--- src/rtl/psc_pkg.sv ---
package psc_pkg;

    typedef enum logic [2:0] {
        SYM_SHORT  = 3'd0,
        SYM_LONG   = 3'd1,
        SYM_SYNC_A = 3'd2,
        SYM_SYNC_B = 3'd3,
        SYM_ERR    = 3'd7
    } sym_code_e;

    typedef enum logic [1:0] {
        ST_OFF,
        ST_ARM,
        ST_RUN
    } psc_state_e;

    localparam int unsigned NUM_WIN = 4;

endpackage

--- src/rtl/psc_line_sync.sv ---
module psc_line_sync #(
    parameter int unsigned STAGES = 2
) (
    input  logic clk,
    input  logic rst_n,
    input  logic line_in,
    output logic prev_o,
    output logic edge_o
);
    logic [STAGES-1:0] chain;

    generate
        if (STAGES == 1) begin : g_one
            always_ff @(posedge clk or negedge rst_n) begin
                if (!rst_n) chain <= '0;
                else        chain[0] <= line_in;
            end
        end else begin : g_multi
            always_ff @(posedge clk or negedge rst_n) begin
                if (!rst_n) chain <= '0;
                else        chain <= {chain[STAGES-2:0], line_in};
            end
        end
    endgenerate

    always_ff @(posedge clk or negedge rst_n) begin
        if (!rst_n) prev_o <= 1'b0;
        else        prev_o <= chain[STAGES-1];
    end

    assign edge_o = chain[STAGES-1] ^ prev_o;

endmodule

--- src/rtl/psc_interval_timer.sv ---
module psc_interval_timer #(
    parameter int unsigned CNT_W = 12
) (
    input  logic             clk,
    input  logic             rst_n,
    input  logic             clear_i,
    input  logic             restart_i,
    input  logic             tick_i,
    output logic [CNT_W-1:0] count_o,
    output logic             sat_o
);
    localparam logic [CNT_W-1:0] CNT_MAX = '1;

    always_ff @(posedge clk or negedge rst_n) begin
        if (!rst_n)
            count_o <= '0;
        else if (clear_i)
            count_o <= '0;
        else if (restart_i)
            count_o <= tick_i ? CNT_W'(1) : '0;
        else if (tick_i && (count_o != CNT_MAX))
            count_o <= count_o + 1'b1;
    end

    assign sat_o = (count_o == CNT_MAX);

    // once at the limit, the count holds there until an edge or a clear
    assert_sat_hold_R9 : assert property (@(posedge clk) disable iff (!rst_n)
        (count_o == CNT_MAX && !clear_i && !restart_i) |=> (count_o == CNT_MAX));

    // without a tick the count does not move
    assert_no_tick_hold_R12 : assert property (@(posedge clk) disable iff (!rst_n)
        (!clear_i && !restart_i && !tick_i) |=> $stable(count_o));

endmodule

--- src/rtl/psc_window_match.sv ---
module psc_window_match
    import psc_pkg::*;
#(
    parameter int unsigned CNT_W = 12,
    parameter int unsigned NUM   = NUM_WIN
) (
    input  logic [CNT_W-1:0]          count_i,
    input  logic                      sat_i,
    input  logic [NUM-1:0][CNT_W-1:0] lo_i,
    input  logic [NUM-1:0][CNT_W-1:0] hi_i,
    output sym_code_e                 code_o
);
    logic [NUM-1:0] hit;

    generate
        for (genvar g = 0; g < NUM; g++) begin : g_win
            assign hit[g] = (count_i >= lo_i[g]) && (count_i <= hi_i[g]);
        end
    endgenerate

    always_comb begin
        code_o = SYM_ERR;
        if (!sat_i) begin
            for (int i = NUM - 1; i >= 0; i--) begin
                if (hit[i]) code_o = sym_code_e'(3'(i));
            end
        end
    end

endmodule

--- src/rtl/pulse_symbol_classifier.sv ---
module pulse_symbol_classifier
    import psc_pkg::*;
#(
    parameter int unsigned CNT_W       = 12,
    parameter int unsigned SYNC_STAGES = 2
) (
    input  logic             clk,
    input  logic             rst_n,
    input  logic             enable,
    input  logic             tick_en,
    input  logic             line_in,
    input  logic [CNT_W-1:0] short_lo,
    input  logic [CNT_W-1:0] short_hi,
    input  logic [CNT_W-1:0] long_lo,
    input  logic [CNT_W-1:0] long_hi,
    input  logic [CNT_W-1:0] synca_lo,
    input  logic [CNT_W-1:0] synca_hi,
    input  logic [CNT_W-1:0] syncb_lo,
    input  logic [CNT_W-1:0] syncb_hi,
    output logic             sym_valid,
    output logic [2:0]       sym_class,
    output logic             sym_level
);
    psc_state_e state, state_nx;

    logic             line_prev;
    logic             line_edge;
    logic             tmr_clear;
    logic [CNT_W-1:0] tmr_count;
    logic             tmr_sat;
    sym_code_e        match_code;
    logic             emit;

    logic [NUM_WIN-1:0][CNT_W-1:0] win_lo;
    logic [NUM_WIN-1:0][CNT_W-1:0] win_hi;

    assign win_lo = {syncb_lo, synca_lo, long_lo, short_lo};
    assign win_hi = {syncb_hi, synca_hi, long_hi, short_hi};

    psc_line_sync #(.STAGES(SYNC_STAGES)) u_sync (
        .clk     (clk),
        .rst_n   (rst_n),
        .line_in (line_in),
        .prev_o  (line_prev),
        .edge_o  (line_edge)
    );

    assign tmr_clear = !enable || (state == ST_OFF);

    psc_interval_timer #(.CNT_W(CNT_W)) u_timer (
        .clk       (clk),
        .rst_n     (rst_n),
        .clear_i   (tmr_clear),
        .restart_i (line_edge),
        .tick_i    (tick_en),
        .count_o   (tmr_count),
        .sat_o     (tmr_sat)
    );

    psc_window_match #(.CNT_W(CNT_W), .NUM(NUM_WIN)) u_match (
        .count_i (tmr_count),
        .sat_i   (tmr_sat),
        .lo_i    (win_lo),
        .hi_i    (win_hi),
        .code_o  (match_code)
    );

    // next-state logic
    always_comb begin
        state_nx = state;
        unique case (state)
            ST_OFF: if (enable) state_nx = ST_ARM;
            ST_ARM: begin
                if (!enable)        state_nx = ST_OFF;
                else if (line_edge) state_nx = ST_RUN;
            end
            ST_RUN: if (!enable) state_nx = ST_OFF;
            default: state_nx = ST_OFF;
        endcase
    end

    // state register
    always_ff @(posedge clk or negedge rst_n) begin
        if (!rst_n) state <= ST_OFF;
        else        state <= state_nx;
    end

    assign emit = (state == ST_RUN) && enable && line_edge;

    // registered outputs
    always_ff @(posedge clk or negedge rst_n) begin
        if (!rst_n) begin
            sym_valid <= 1'b0;
            sym_class <= 3'd0;
            sym_level <= 1'b0;
        end else begin
            sym_valid <= emit;
            if (emit) begin
                sym_class <= match_code;
                sym_level <= line_prev;
            end
        end
    end

    // only the five defined codes ever leave the block
    assert_code_legal_R5 : assert property (@(posedge clk) disable iff (!rst_n)
        sym_valid |-> (sym_class inside {3'd0, 3'd1, 3'd2, 3'd3, 3'd7}));

    // a low enable blocks the strobe in the following cycle
    assert_quiet_off_R8 : assert property (@(posedge clk) disable iff (!rst_n)
        !enable |=> !sym_valid);

    // the arming edge never yields a symbol
    assert_arm_silent_R8 : assert property (@(posedge clk) disable iff (!rst_n)
        (state == ST_ARM) |=> !sym_valid);

    // a saturated count at an edge becomes an error symbol
    assert_sat_error_R9 : assert property (@(posedge clk) disable iff (!rst_n)
        (emit && tmr_sat) |=> (sym_valid && sym_class == 3'd7));

endmodule

--- config.mk ---
export PLATFORM = sky130hd
export DESIGN_NAME = pulse_symbol_classifier
export DESIGN_NICKNAME = d
export VERILOG_FILES = /design/src/rtl/psc_pkg.sv /design/src/rtl/psc_line_sync.sv /design/src/rtl/psc_interval_timer.sv /design/src/rtl/psc_window_match.sv /design/src/rtl/pulse_symbol_classifier.sv
export SDC_FILE = /design/constraint.sdc
export NUM_CORES = 1
export LEC_CHECK = 0
export BUFFER_PORTS_ARGS = -buffer_cell sky130_fd_sc_hd__buf_2
export CAP_MARGIN = 15
export CORE_ASPECT_RATIO = 1.2
export CORE_MARGIN = 8
export CORE_UTILIZATION = 25
export CTS_CLUSTER_SIZE = 20
export DETAILED_ROUTE_END_ITERATION = 16
export HOLD_SLACK_MARGIN = 0.02
export SLEW_MARGIN = 20
export SYNTH_ARGS = -nofsm -noshare
export SYNTH_HDL_FRONTEND = slang
export SYNTH_SLANG_ARGS = --single-unit
--- constraint.sdc ---
create_clock -name clk -period 4 [get_ports clk]
set_input_delay 0.6 -clock clk [delete_from_list [all_inputs] [get_ports clk]]
set_output_delay 0.6 -clock clk [all_outputs]
set_load 0.02 [all_outputs]
==> impl_metrics.env <==
export IMPL_cts_htree_levels=1
export IMPL_drtAntennaViolNets=0
export IMPL_startpoint="u_timer.count_o[5]"
export IMPL_synth_top_family_by_area="adder cells"
export IMPL_m1WireLength_microns=4518
export IMPL_ir_drop_mv=0.1548
export IMPL_synth_warnings=0
export IMPL_synthFlopType="dfrtp_1"
export IMPL_cts_sinks=22
export IMPL_netlist_area_sq_um=3420
export IMPL_top_layer="met4"
export IMPL_regToRegSetupSlack_ns=1.42
export IMPL_drt_iter0_markers=145
export IMPL_postCtsSetupBuffers=0
export IMPL_power_leakage_nw=2.605
export IMPL_min_period_ns=2.581
export IMPL_syn_avg_cell_area_sq_um=8.422
export IMPL_start_util_pct=25.17
export IMPL_vias=3263
export IMPL_drive_above_1_share_pct=25.49
export IMPL_syn2layout_area_growth_pct=24.59
export IMPL_r2r_start="u_timer.count_o[5]"
export IMPL_wl_met2_microns=5396
export IMPL_grt_pass1_vias=3523
export IMPL_drt_drc_violations_left=0
export IMPL_period_share_pct=64.53
export IMPL_timing_hold_violations_final=0
export IMPL_synth_async_reset_ratio_pct=100.0
export IMPL_grt_max_degree=23
export IMPL_gr_total_overflow=0
export IMPL_ys_ff_latch=22
export IMPL_slew_violations=0
export IMPL_gp_congestion=0.8019
export IMPL_maxCapViolCount=0
export IMPL_setup_viol=0
export IMPL_max_slew_margin_rel_pct=57.12
export IMPL_synthSimpleGateAreaFrac_pct=16.54
export IMPL_placed_cells=681
export IMPL_synth_compound_area_share_pct=18.51
export IMPL_p_per_area_nw_per_um2=179.1
export IMPL_dpl_hpwl_microns=8918
export IMPL_cts_root_buf="clkbuf_16"
export IMPL_nNetsFinal=713
export IMPL_final_common_cell="buf_2"
export IMPL_cts_tree="built"
export IMPL_cp_arrival_ns=2.73
export IMPL_synth_edf_count=0
export IMPL_yosys_mux_area_fraction_pct=0.2927
export IMPL_rows=47
export IMPL_worst_path_max_fanout=10
export IMPL_pin_count=106
export IMPL_tns_ns=0
export IMPL_wl_met3_microns=705
export IMPL_slowest_stage="dfrtp_1"
export IMPL_fmax_mhz=387.4
export IMPL_port_buffers=105
export IMPL_clock_skew_ns=0.006752
export IMPL_instances_no_fill=685
export IMPL_cp_top_family="compound AO/OA/AOI/OAI gates"
export IMPL_cp_start_kind="flop"
export IMPL_cts_buffers_inserted=3
export IMPL_coreArea_sq_um=13580
export IMPL_synth_xor_area_share_pct=3.074
export IMPL_cp_slowest_stage_delay_ns=0.70
export IMPL_clkSlewWorstSetupHoldPaths_ns=0.06
export IMPL_grt_pass1_wl_microns=17050
export IMPL_yosysSeqAreaShare_pct=16.10
export IMPL_avgViaCountPerCell=4.764
export IMPL_path_buf_inv=0
export IMPL_reg2reg_to="sym_class[2]"
export IMPL_synth_adder_area_share_pct=35.49
export IMPL_cts_resized=0
export IMPL_cts_path_max_buffers=2
export IMPL_grt_use_total_pct=12.10
export IMPL_status="completed"
export IMPL_cp_required_ns=4.15
export IMPL_dieHeight_microns=144.1
export IMPL_wirelength_microns=10770
export IMPL_wire_per_inst_microns=15.72
export IMPL_worstHoldPathType="input pin to async pin"
export IMPL_insertion_delay_ns=0.26
export IMPL_worst_slew_pin_slew_ns=0.6432
export IMPL_rsz0062_at_grt="no"
export IMPL_ys_types=46
export IMPL_layout_common_cells="buf_2, ha_1, inv_1"
export IMPL_crit_path_end_kind="flop"
export IMPL_hold_buffers=0
export IMPL_drt_pass1_iterations=4
export IMPL_num_antenna_cells=0
export IMPL_die_w_microns=122.8
export IMPL_r2r_cells=8
export IMPL_design_die_area_sq_um=17690
export IMPL_antenna_found_initial=0
export IMPL_critical_path_cell_chain="ha_1, a21o_1, nand3_1, a21oi_1, a2111oi_0, o22ai_1, a21bo_2, a22o_1"
export IMPL_synth_nets=604
export IMPL_synth_cells=406
export IMPL_path_class="flop to flop"
## Yosys cell counts (2+ instances only)
| master | n | area share (%) |
|---|---|---|
| a2111oi_0 | 2 | 0.51 |
| a2111oi_4 | 4 | 3.2 |
| a211oi_1 | 4 | 0.88 |
| a21o_1 | 18 | 4.0 |
| a21o_2 | 3 | 0.77 |
| a21oi_1 | 29 | 4.2 |
| a31oi_1 | 2 | 0.37 |
| and4_2 | 2 | 0.59 |
| dfrtp_1 | 22 | 16 |
| ha_1 | 97 | 35 |
| inv_1 | 90 | 9.9 |
| nand2_1 | 17 | 1.9 |
| nand2b_1 | 2 | 0.37 |
| nand2b_4 | 2 | 0.81 |
| nand3_1 | 13 | 1.9 |
| nand4_1 | 22 | 4.0 |
| nor2_1 | 21 | 2.3 |
| nor2b_1 | 5 | 0.91 |
| nor3_1 | 4 | 0.59 |
| o211ai_1 | 4 | 0.88 |
| o21a_1 | 2 | 0.44 |
| o21ai_0 | 4 | 0.59 |
| o22ai_1 | 4 | 0.73 |
| xnor2_1 | 3 | 0.77 |
| xor2_1 | 9 | 2.3 |
## worst max-delay path by stage
stage | depth (start not counted) | endpoint
6_report | 8 | sym_class[2]
5_1_grt | 7 | sym_class[2]
4_1_cts | 8 | sym_class[2]
3_5_place_dp | 8 | sym_class[2]
3_3_place_gp | 9 | sym_class[2]
2_1_floorplan | 8 | sym_class[2]
## cells by family (layout without fill, tap and decap cells)
logic type,after synthesis,after routing
DFF,22,22
muxes,1,1
and+or+nand+nor,100,100
xor gates and xnor gates,12,12
AOI/OAI and AO/OA,83,83
buffers and inverters,91,199
adders and majority gates,97,97
## final cells by class
class                      count  area (sq um)
inverter                      90         337.8
clock inverter                 1         30.03
multi-input combinational    293          2527
tap                          171         214.0
sequential                    22         550.5
clock buffer                   3         75.07
fill                        1426          9324
timing repair buffer         105         525.5
## stage by stage
stage          util [%]  hold WS, ns  setup WS, ns   power, W  cell area [sq um]
2_1_floorplan         -       0.3044         1.764  0.0003802               3420
3_5_place_dp      30.59       0.3497         1.419  0.0004876               4155
6_report          31.36       0.3110         1.419  0.0007630               4260
3_3_place_gp      30.59       0.3322         1.491  0.0004808               4155
5_1_grt           31.36       0.3552         1.170  0.0008075               4260
4_1_cts           31.36       0.3311         1.409  0.0007718               4260
## power breakdown
part | switching (W) | leakage (nW) | total [W] | internal [W]
clock | 0.0000817 | 0.0511 | 0.000280 | 0.000199
combinational | 0.000121 | 2.26 | 0.000226 | 0.000104
sequential | 0.0000154 | 0.291 | 0.000257 | 0.000241
## routing by layer
metal / GRT usage, % / up-vias
met1: 14.11 / 1510
met4: 2.121 / 0
li1: - / 1653
met5: 0 / -
met3: 2.266 / 12
met2: 22.41 / 88
## sequential cells by signal, summed over array words and instances, names as in the netlist
signal           count
u_timer.count_o     12
u_sync.prev_o        1
state                2
sym_class            3
sym_valid            1
sym_level            1
u_sync.chain         2
## worst register-to-register path, cell delays in order (launching register included)
cell       delay, ns
dfrtp_1         0.70
ha_1            0.36
a21o_1          0.19
nand3_1         0.08
a21oi_1         0.06
a2111oi_0       0.45
o22ai_1         0.22
a21bo_2         0.23
a22o_1          0.19
Power figures use the tool's default switching activity.
